`src/rtl/i2cm_pkg.sv`:
```
package i2cm_pkg;
  typedef enum logic [3:0] {
    ST_IDLE,
    ST_DEV,
    ST_DEV_ACK,
    ST_WADR,
    ST_WADR_ACK,
    ST_WDAT,
    ST_WDAT_ACK,
    ST_RDAT,
    ST_RACK,
    ST_RNEXT,
    ST_SKIP
  } st_e;

  typedef enum logic [1:0] {
    PTR_HOLD,
    PTR_LOAD,
    PTR_WRAP,
    PTR_ROLL
  } ptr_op_e;

  localparam int BYTE_W = 8;
endpackage

```
`src/rtl/i2cm_sync.sv`:
```
module i2cm_sync #(
  parameter int W      = 2,
  parameter int STAGES = 2
) (
  input  logic         clk,
  input  logic         rst,
  input  logic [W-1:0] d,
  output logic [W-1:0] q
);
  genvar gi;
  generate
    for (gi = 0; gi < W; gi++) begin : g_bit
      logic [STAGES-1:0] chain;
      always_ff @(posedge clk) begin
        if (rst) chain <= '1;
        else     chain <= {chain[STAGES-2:0], d[gi]};
      end
      assign q[gi] = chain[STAGES-1];
    end
  endgenerate
endmodule

```
`src/rtl/i2cm_cond.sv`:
```
module i2cm_cond (
  input  logic clk,
  input  logic rst,
  input  logic scl,
  input  logic sda,
  output logic start,
  output logic stop,
  output logic scl_rise,
  output logic scl_fall
);
  logic scl_q, sda_q;

  always_ff @(posedge clk) begin
    if (rst) begin
      scl_q <= 1'b1;
      sda_q <= 1'b1;
    end else begin
      scl_q <= scl;
      sda_q <= sda;
    end
  end

  assign start    = scl_q & scl & sda_q & ~sda;
  assign stop     = scl_q & scl & ~sda_q & sda;
  assign scl_rise = ~scl_q & scl;
  assign scl_fall = scl_q & ~scl;
endmodule

```
`src/rtl/i2cm_ptr.sv`:
```
module i2cm_ptr
  import i2cm_pkg::*;
#(
  parameter int ADDR_W        = 8,
  parameter int PAGE_MIN_LOG2 = 3
) (
  input  logic              clk,
  input  logic              rst,
  input  ptr_op_e           op,
  input  logic [ADDR_W-1:0] ld_val,
  input  logic [1:0]        page_sel,
  output logic [ADDR_W-1:0] ptr_o
);
  logic [ADDR_W-1:0] mask, wrap_nxt, roll_nxt;

  always_comb begin
    mask     = ADDR_W'((64'd1 << (PAGE_MIN_LOG2 + int'(page_sel))) - 64'd1);
    roll_nxt = ptr_o + 1'b1;
    wrap_nxt = (ptr_o & ~mask) | (roll_nxt & mask);
  end

  always_ff @(posedge clk) begin
    if (rst) ptr_o <= '0;
    else begin
      case (op)
        PTR_LOAD: ptr_o <= ld_val;
        PTR_WRAP: ptr_o <= wrap_nxt;
        PTR_ROLL: ptr_o <= roll_nxt;
        default:  ptr_o <= ptr_o;
      endcase
    end
  end
endmodule

```
`src/rtl/i2cm_slave.sv`:
```
module i2cm_slave
  import i2cm_pkg::*;
#(
  parameter int          ADDR_W        = 8,
  parameter int          CNT_W         = 8,
  parameter int          SYNC_STAGES   = 2,
  parameter int          PAGE_MIN_LOG2 = 3,
  parameter logic [6:0]  DEV_ADDR      = 7'h50
) (
  input  logic              clk,
  input  logic              rst,
  input  logic              scl_i,
  input  logic              sda_i,
  output logic              sda_oe,
  input  logic [1:0]        cfg_page_len,
  input  logic              cfg_irq_en,
  input  logic              busy_clr,
  input  logic              status_rd,
  output logic              busy_o,
  output logic [1:0]        status_o,
  output logic [ADDR_W-1:0] cur_addr_o,
  output logic [CNT_W-1:0]  byte_cnt_o,
  output logic              irq_o,
  output logic              mem_req_o,
  output logic              mem_we_o,
  output logic [ADDR_W-1:0] mem_addr_o,
  output logic [BYTE_W-1:0] mem_wdata_o,
  input  logic [BYTE_W-1:0] mem_rdata_i,
  input  logic              mem_ack_i
);
  localparam logic [3:0] LAST_BIT = 4'(BYTE_W);

  logic              scl_s, sda_s;
  logic              start, stop, scl_rise, scl_fall;
  st_e               st;
  logic [3:0]        bitcnt;
  logic [BYTE_W-1:0] shreg, txreg, rdbuf;
  logic              rw, wr_any, rd_any, dev_hit, byte_end;
  logic [1:0]        evt_set;
  ptr_op_e           ptr_op;

  i2cm_sync #(.W(2), .STAGES(SYNC_STAGES)) u_sync (
    .clk(clk), .rst(rst), .d({scl_i, sda_i}), .q({scl_s, sda_s})
  );

  i2cm_cond u_cond (
    .clk(clk), .rst(rst), .scl(scl_s), .sda(sda_s),
    .start(start), .stop(stop), .scl_rise(scl_rise), .scl_fall(scl_fall)
  );

  i2cm_ptr #(.ADDR_W(ADDR_W), .PAGE_MIN_LOG2(PAGE_MIN_LOG2)) u_ptr (
    .clk(clk), .rst(rst), .op(ptr_op), .ld_val(ADDR_W'(shreg)),
    .page_sel(cfg_page_len), .ptr_o(cur_addr_o)
  );

  assign dev_hit  = (shreg[7:1] == DEV_ADDR) && !busy_o;
  assign byte_end = scl_fall && (bitcnt == LAST_BIT);
  assign evt_set  = {2{start | stop}} & {rd_any, wr_any};

  // pointer actions, taken in the same cycle as the matching FSM step
  always_comb begin
    ptr_op = PTR_HOLD;
    if (!start && !stop) begin
      case (st)
        ST_DEV:  if (byte_end && dev_hit && shreg[0]) ptr_op = PTR_ROLL;
        ST_WADR: if (byte_end) ptr_op = PTR_LOAD;
        ST_WDAT: if (byte_end) ptr_op = PTR_WRAP;
        ST_RACK: if (scl_rise && !sda_s) ptr_op = PTR_ROLL;
        default: ptr_op = PTR_HOLD;
      endcase
    end
  end

  always_ff @(posedge clk) begin
    if (rst) begin
      st          <= ST_IDLE;
      bitcnt      <= '0;
      shreg       <= '0;
      txreg       <= '0;
      rdbuf       <= '0;
      rw          <= 1'b0;
      wr_any      <= 1'b0;
      rd_any      <= 1'b0;
      sda_oe      <= 1'b0;
      byte_cnt_o  <= '0;
      mem_req_o   <= 1'b0;
      mem_we_o    <= 1'b0;
      mem_addr_o  <= '0;
      mem_wdata_o <= '0;
    end else begin
      if (mem_req_o && mem_ack_i) begin
        mem_req_o <= 1'b0;
        if (!mem_we_o) rdbuf <= mem_rdata_i;
      end

      if (start || stop) begin
        st     <= start ? ST_DEV : ST_IDLE;
        bitcnt <= '0;
        sda_oe <= 1'b0;
        wr_any <= 1'b0;
        rd_any <= 1'b0;
      end else begin
        case (st)
          ST_DEV, ST_WADR, ST_WDAT: begin
            if (scl_rise) begin
              shreg  <= {shreg[BYTE_W-2:0], sda_s};
              bitcnt <= bitcnt + 1'b1;
            end else if (byte_end) begin
              if (st == ST_DEV) begin
                if (dev_hit) begin
                  sda_oe     <= 1'b1;
                  rw         <= shreg[0];
                  byte_cnt_o <= '0;
                  st         <= ST_DEV_ACK;
                  if (shreg[0]) begin
                    mem_req_o  <= 1'b1;
                    mem_we_o   <= 1'b0;
                    mem_addr_o <= cur_addr_o;
                  end
                end else begin
                  st <= ST_SKIP;
                end
              end else if (st == ST_WADR) begin
                sda_oe <= 1'b1;
                st     <= ST_WADR_ACK;
              end else begin
                mem_req_o   <= 1'b1;
                mem_we_o    <= 1'b1;
                mem_addr_o  <= cur_addr_o;
                mem_wdata_o <= shreg;
                wr_any      <= 1'b1;
                byte_cnt_o  <= byte_cnt_o + 1'b1;
                sda_oe      <= 1'b1;
                st          <= ST_WDAT_ACK;
              end
            end
          end
          ST_DEV_ACK: begin
            if (scl_fall) begin
              bitcnt <= '0;
              if (rw) begin
                txreg      <= rdbuf;
                sda_oe     <= ~rdbuf[BYTE_W-1];
                rd_any     <= 1'b1;
                byte_cnt_o <= byte_cnt_o + 1'b1;
                st         <= ST_RDAT;
              end else begin
                sda_oe <= 1'b0;
                st     <= ST_WADR;
              end
            end
          end
          ST_WADR_ACK, ST_WDAT_ACK: begin
            if (scl_fall) begin
              sda_oe <= 1'b0;
              bitcnt <= '0;
              st     <= ST_WDAT;
            end
          end
          ST_RDAT: begin
            if (scl_rise) bitcnt <= bitcnt + 1'b1;
            else if (scl_fall) begin
              if (bitcnt == LAST_BIT) begin
                sda_oe <= 1'b0;
                st     <= ST_RACK;
              end else begin
                txreg  <= {txreg[BYTE_W-2:0], 1'b0};
                sda_oe <= ~txreg[BYTE_W-2];
              end
            end
          end
          ST_RACK: begin
            if (scl_rise) begin
              if (!sda_s) begin
                mem_req_o  <= 1'b1;
                mem_we_o   <= 1'b0;
                mem_addr_o <= cur_addr_o;
                st         <= ST_RNEXT;
              end else begin
                st <= ST_SKIP;
              end
            end
          end
          ST_RNEXT: begin
            if (scl_fall) begin
              bitcnt     <= '0;
              txreg      <= rdbuf;
              sda_oe     <= ~rdbuf[BYTE_W-1];
              byte_cnt_o <= byte_cnt_o + 1'b1;
              st         <= ST_RDAT;
            end
          end
          default: st <= st;
        endcase
      end
    end
  end

  // busy lock, event flags and interrupt
  always_ff @(posedge clk) begin
    if (rst) begin
      busy_o   <= 1'b0;
      status_o <= '0;
      irq_o    <= 1'b0;
    end else begin
      busy_o   <= (busy_o & ~busy_clr) | evt_set[0];
      status_o <= (status_rd ? 2'b00 : status_o) | evt_set;
      irq_o    <= cfg_irq_en & (|status_o);
    end
  end
endmodule

```
`config.mk`:
```
export PLATFORM = sky130hd
export DESIGN_NAME = i2cm_slave
export DESIGN_NICKNAME = d
export VERILOG_FILES = /design/src/rtl/i2cm_pkg.sv /design/src/rtl/i2cm_sync.sv /design/src/rtl/i2cm_cond.sv /design/src/rtl/i2cm_ptr.sv /design/src/rtl/i2cm_slave.sv
export SDC_FILE = /design/constraint.sdc
export NUM_CORES = 1
export LEC_CHECK = 0
export ABC_AREA = 1
export BUFFER_PORTS_ARGS = -buffer_cell sky130_fd_sc_hd__clkbuf_2
export CORE_ASPECT_RATIO = 1.1
export CORE_MARGIN = 2
export CORE_UTILIZATION = 40
export CTS_CLUSTER_DIAMETER = 60
export DETAILED_ROUTE_END_ITERATION = 8
export PLACE_DENSITY_LB_ADDON = 0.08
export RECOVER_POWER = 100
export SYNTH_ARGS = -nofsm -noshare
export SYNTH_HDL_FRONTEND = slang
export SYNTH_HIERARCHICAL = 1
export SYNTH_SLANG_ARGS = --single-unit
```
`constraint.sdc`:
```
create_clock -name clk -period 3.3 [get_ports clk]
set_input_delay 0.99 -clock clk [delete_from_list [all_inputs] [get_ports clk]]
set_output_delay 0.99 -clock clk [all_outputs]
set_load 0.005 [all_outputs]
```
==> results.sh, run 1 <==
export IMPL_synth_edf_count=0
export IMPL_post_route_min_period_ns=2.82
export IMPL_path_buf_inv=5
export IMPL_die_w_um=102
export IMPL_io_buffers=56
export IMPL_ctsResizeCount=0
export IMPL_start_kind="flop"
export IMPL_netlist_area_um2=4260
export IMPL_setup_violations=0
export IMPL_slew_headroom=0.381
export IMPL_vias_per_cell=4.92
export IMPL_htreeDepth=3
export IMPL_io_pins=57
export IMPL_synth_main_ff_cell="dfxtp_1"
export IMPL_ant_nets=0
export IMPL_finalWorstSetupSlack_ns=0.483
export IMPL_min_path_type="flop to flop"
export IMPL_row_count=39
export IMPL_hold_violations=0
export IMPL_worstMarginPinSlew_ns=0.928
export IMPL_synth_area_leaders="dfxtp_1 37%, nand2_1 13%, nor2_1 10%, o21ai_0 6.6%, inv_1 5.2%"
export IMPL_yosysWarningCount=6
export IMPL_synth_cell_types=39
export IMPL_drive_above_1_share=0.139
export IMPL_switching_share=0.354
export IMPL_clk_pin_slew_ns=0.06
export IMPL_path_delay_family="buffers and inverters"
export IMPL_p_leak_nw=2.22
export IMPL_cp_end_kind="flop"
export IMPL_fin_nets=719
export IMPL_dieArea_um2=11500
export IMPL_dpl_cell_area_um2=4660
export IMPL_n_antenna_cell=0
export IMPL_pwr_share_seq=0.373
export IMPL_core_um2=10400
export IMPL_drtIter0Drc=170
export IMPL_layout_common_cells="157 x nand2_1, 114 x nor2_1, 79 x dfxtp_1"
export IMPL_rsz0062_at_grt="false"
export IMPL_die_height_um=112
export IMPL_use_met2=0.310
export IMPL_finish_utilization=0.471
export IMPL_internal_power_w=0.00204
export IMPL_holdBufCountCts=0
export IMPL_worstPathCellList="inv_2 -> nor2_4 -> nand2_2 -> inv_1 -> nand3_1 -> a31oi_1 -> inv_1 -> nor2_1 -> inv_1 -> a21oi_1 -> nand2_1 -> nand4_1 -> nand2_1 -> inv_1"
export IMPL_grt_pass1_vias=3763
export IMPL_crit_arrival_ns=3.10
export IMPL_clk_latency_ns=0.34
export IMPL_drt_pass1_iterations=5
export IMPL_place_ws_ns=0.632
export IMPL_grt_max_degree=25
export IMPL_fin_skew_ns=0.00407
export IMPL_comb_power_share=0.300
export IMPL_fmax_ghz=0.355
export IMPL_async_reset_ff_frac=0
export IMPL_multi_input_area_um2=2290
export IMPL_final_common_cell="nand2_1"
export IMPL_grt_use_total=0.193
export IMPL_grt_pass1_wl_mm=17.7
export IMPL_drv_slew=0
export IMPL_yosysSeqAreaShare=0.371
export IMPL_synth_top_area_cell="dfxtp_1"
export IMPL_crit_fanout=13
export IMPL_cap_violations=0
export IMPL_ir_drop_v=0.000301
export IMPL_avgSynthCellArea_um2=6.65
export IMPL_wl_per_cell_um=12.5
export IMPL_critical_path_class="flop to flop"
export IMPL_register_area_um2=1580
export IMPL_pwr_share_clk=0.327
export IMPL_drcViolationCount=0
export IMPL_cpMostUsedCell="inv_1"
export IMPL_synthToLayoutAreaGrowth_pct=15.0
export IMPL_postCtsSetupBuffers=0
export IMPL_slowest_stage="dfxtp_1"
export IMPL_clockBufferDepth=2
export IMPL_initial_core_util=0.410
export IMPL_numClockSinks=79
export IMPL_wirelength_mm=10.5
export IMPL_vias=4134
export IMPL_cts_tree="yes"
export IMPL_grt_overflow=0
export IMPL_cts_root_buf="clkbuf_16"
export IMPL_hpwl_mm=7.83
export IMPL_post_route_cell_area_um2=4900
export IMPL_crit_required_ns=3.58
export IMPL_fillCellCount=1094
export IMPL_switchingPower_w=0.00112
export IMPL_grt_use_met3=0.0386
export IMPL_synthDominantCellAreaShare=0.371
export IMPL_setup_tns_ns=0
export IMPL_antenna_found_initial=0
export IMPL_finalCritPeriodShare=0.854
export IMPL_outcome="completed"
export IMPL_syn_inst=640
export IMPL_power_density_nw_per_um2=643
export IMPL_busiest_layer="met2"
export IMPL_slowest_delay_ns=0.52
export IMPL_ys_seq_elements=79
export IMPL_grtUsageMet1=0.260
export IMPL_gp_congestion=0.901
export IMPL_cts_buffers=9
[through the flow]
stage          hold WS, ns  power (W)  instances
3_5_place_dp         0.397    0.00219        827
5_1_grt              0.440    0.00338        841
2_1_floorplan        0.387    0.00196        641
3_3_place_gp         0.393    0.00218        827
4_1_cts              0.408    0.00323        841
6_report             0.407    0.00315        841
[metal layers]
metal	vias up	routed length, um	share of wire
met5	-	0	0
met4	0	201	0.019
met3	15	445	0.042
met2	96	4840	0.46
met1	1869	5020	0.48
li1	2154	-	-
[worst paths after layout]
check                                         startpoint                  endpoint  slack [ns]  cells past startpoint
worst max-delay path                               st[0]            u_ptr/ptr_o[4]        0.48                     14
worst min-delay path            u_sync/g_bit[1].chain[0]  u_sync/g_bit[1].chain[1]        0.41                      2
worst max register to register                     st[0]            u_ptr/ptr_o[4]        0.48                     14
worst min register to register  u_sync/g_bit[1].chain[0]  u_sync/g_bit[1].chain[1]        0.41                      2
[power by group through the flow]
stage / clock network [W] / logic (W) / registers (W)
2_1_floorplan: 0 / 0.000814 / 0.00115
3_3_place_gp: 0 / 0.000989 / 0.00119
3_5_place_dp: 0 / 0.000994 / 0.00120
4_1_cts: 0.00106 / 0.000998 / 0.00118
5_1_grt: 0.00110 / 0.00109 / 0.00119
6_report: 0.00103 / 0.000946 / 0.00118
[sequential cells by signal, summed over array words and instances (netlist names), 7 cells and up]
signal / cells
byte_cnt_o: 8
mem_addr_o: 8
mem_wdata_o: 8
rdbuf: 8
shreg: 8
u_ptr/ptr_o: 8
txreg: 7
[kinds of logic (layout without fill, tap and decap cells)]
kind of cell             count (synthesis)  in the layout  share of synthesized area
AO/OA/AOI/OAI                          116            116                      0.147
XOR/XNOR                                 3              3                    0.00617
other                                    1              2                   0.000881
flip-flops                              79             79                      0.371
adder cells (fa/ha/maj)                  6              6                     0.0176
AND/OR/NAND/NOR                        347            347                      0.373
buffers and inverters                   88            145                     0.0837
[final cells by class]
cell class / instances / share of cell area
multi-input cells: 474 / 0.468
flip-flops and latches: 79 / 0.323
clock inverters: 4 / 0.0148
well taps: 143 / 0.0365
inverters: 72 / 0.0552
clock buffers: 10 / 0.0467
repair buffers: 59 / 0.0562
[cell usage after synthesis (3+ instances only)]
cell type,count
nand3_2,4
a31oi_1,4
nor2_4,8
nand4_1,7
dfxtp_1,79
nand3_1,31
clkbuf_1,8
nand2_4,5
nor2_2,4
inv_1,59
o211ai_1,4
nand2_1,153
ha_1,6
inv_2,12
a21oi_1,38
nand2_2,11
buf_4,4
buf_2,3
o21ai_1,5
o21ai_0,56
nor2_1,113
[worst register-to-register path: stages, from the launching register on]
cell	delay [ns]
dfxtp_1	0.52
inv_2	0.14
nor2_4	0.16
nand2_2	0.12
inv_1	0.30
nand3_1	0.16
a31oi_1	0.37
inv_1	0.28
nor2_1	0.23
inv_1	0.12
a21oi_1	0.13
nand2_1	0.07
nand4_1	0.06
nand2_1	0.05
inv_1	0.05
Power figures use the tool's default switching activity.
==> run 2, diff against run 1 <==
--- a/config.mk
+++ b/config.mk
@@ -12,8 +12,9 @@
 export CORE_UTILIZATION = 40
 export CTS_CLUSTER_DIAMETER = 60
 export DETAILED_ROUTE_END_ITERATION = 8
+export MAX_ROUTING_LAYER = met4
 export PLACE_DENSITY_LB_ADDON = 0.08
-export RECOVER_POWER = 100
+export RECOVER_POWER = 50
 export SYNTH_ARGS = -nofsm -noshare
 export SYNTH_HDL_FRONTEND = slang
 export SYNTH_HIERARCHICAL = 1
==> results.sh, run 2 (synthesis results as in run 1) <==
export IMPL_outcome="completed"
export IMPL_drv_slew=0
export IMPL_min_path_type="flop to flop"
export IMPL_holdBufCountCts=0
export IMPL_r2r_start="bitcnt[0]"
export IMPL_row_count=39
export IMPL_dpl_cell_area_um2=4660
export IMPL_io_pins=57
export IMPL_cts_tree="yes"
export IMPL_fin_skew_ns=0.00639
export IMPL_r2r_setup_slack_ns=0.55
export IMPL_crit_fanout=13
export IMPL_crit_arrival_ns=3.04
export IMPL_endpoint="u_ptr/ptr_o[4]"
export IMPL_grt_max_degree=25
export IMPL_grt_overflow=0
export IMPL_worstMarginPinSlew_ns=0.908
export IMPL_p_leak_nw=2.24
export IMPL_ant_nets=0
export IMPL_comb_power_share=0.309
export IMPL_ir_drop_v=0.000275
export IMPL_clk_latency_ns=0.34
export IMPL_cap_violations=0
export IMPL_switching_share=0.364
export IMPL_setup_violations=0
export IMPL_internal_power_w=0.00203
export IMPL_drtIter0Drc=190
export IMPL_setup_tns_ns=0
export IMPL_clockBufferDepth=2
export IMPL_post_route_cell_area_um2=4940
export IMPL_final_common_cell="nand2_1"
export IMPL_numClockSinks=79
export IMPL_place_ws_ns=0.629
export IMPL_clk_pin_slew_ns=0.06
export IMPL_critical_path_class="flop to flop"
export IMPL_power_density_nw_per_um2=645
export IMPL_crit_required_ns=3.59
export IMPL_htreeDepth=3
export IMPL_slew_headroom=0.395
export IMPL_postCtsSetupBuffers=0
export IMPL_grt_use_total=0.201
export IMPL_pwr_share_seq=0.369
export IMPL_core_um2=10400
export IMPL_initial_core_util=0.410
export IMPL_switchingPower_w=0.00116
export IMPL_holdPathStages=2
export IMPL_wl_per_cell_um=12.6
export IMPL_cts_buffers=9
export IMPL_dieArea_um2=11500
export IMPL_io_buffers=56
export IMPL_drt_pass1_iterations=4
export IMPL_die_w_um=102
export IMPL_rsz0062_at_grt="false"
export IMPL_reg2reg_depth=16
export IMPL_pwr_share_clk=0.322
export IMPL_ctsResizeCount=0
export IMPL_cts_root_buf="clkbuf_16"
export IMPL_wirelength_mm=10.6
export IMPL_hold_violations=0
export IMPL_synthToLayoutAreaGrowth_pct=16.1
export IMPL_gp_congestion=0.908
export IMPL_drcViolationCount=0
export IMPL_start_kind="flop"
export IMPL_startpoint="bitcnt[0]"
export IMPL_post_route_min_period_ns=2.75
export IMPL_grt_pass1_vias=3773
export IMPL_n_antenna_cell=0
export IMPL_hold_start="u_sync/g_bit[0].chain[0]"
export IMPL_hpwl_mm=7.81
export IMPL_cp_end_kind="flop"
export IMPL_grt_pass1_wl_mm=17.8
export IMPL_layout_common_cells="153 x nand2_1, 113 x nor2_1, 79 x dfxtp_1"
export IMPL_drive_above_1_share=0.153
export IMPL_fin_nets=719
export IMPL_die_height_um=112
export IMPL_vias_per_cell=4.86
export IMPL_antenna_found_initial=0
export IMPL_finalWorstSetupSlack_ns=0.549
export IMPL_vias=4094
export IMPL_fmax_ghz=0.363
export IMPL_r2r_end="u_ptr/ptr_o[4]"
export IMPL_finalCritPeriodShare=0.834
run 2: area by class of cell:
cell class | instances | area, um2
fill | 1072 | 5450
sequential | 79 | 1580
timing repair buffer | 59 | 279
multi-input combinational | 474 | 2320
tap | 143 | 179
clock inverter | 4 | 53.8
clock buffer | 12 | 256
inverter | 72 | 270
run 2: worst max-delay path, cell delays in order, from the launching register on:
cell and delay, ns:
dfxtp_1 0.33, inv_1 0.08, ha_1 0.14, nand3_1 0.16
nor2_1 0.27, inv_1 0.12, nor2_1 0.18, nand3_1 0.12
a31oi_1 0.37, inv_2 0.19, nor2_1 0.22, inv_1 0.12
a21oi_1 0.13, nand2_1 0.08, nand4_1 0.07, nand2_1 0.06
inv_1 0.05
run 2: worst min-delay path by stage:
stage                               endpoint  slack (ns)
CTS                 u_sync/g_bit[0].chain[1]        0.41
finish              u_sync/g_bit[0].chain[1]        0.41
global route        u_sync/g_bit[0].chain[1]        0.44
global placement    u_sync/g_bit[0].chain[1]        0.39
floorplan           u_sync/g_bit[0].chain[1]        0.39
detailed placement  u_sync/g_bit[0].chain[1]        0.40
run 2: power by group through the flow:
stage / sequential [W] / clock (W) / combinational (W)
detailed placement: 0.00120 / 0 / 0.000990
floorplan: 0.00115 / 0 / 0.000814
global placement: 0.00119 / 0 / 0.000989
CTS: 0.00118 / 0.00106 / 0.000999
finish: 0.00118 / 0.00103 / 0.000986
global route: 0.00119 / 0.00109 / 0.00112
run 2: per-layer routing:
metal | track usage | routed length [um] | vias up | part of all wire
met4 | 0.0649 | 143 | 0 | 0.013
met2 | 0.309 | 4880 | 103 | 0.46
met1 | 0.265 | 5080 | 1823 | 0.48
met3 | 0.0411 | 509 | 10 | 0.048
li1 | - | - | 2158 | -
met5 | - | 0 | - | 0
run 2: through the flow:
stage	cells	hold WS [ns]	utilization	power, W
after global routing	843	0.436	0.476	0.00341
final	843	0.408	0.476	0.00319
after global placement	827	0.393	0.448	0.00218
after CTS	843	0.409	0.478	0.00323
after floorplan	641	0.387	-	0.00196
after detailed placement	827	0.401	0.448	0.00219
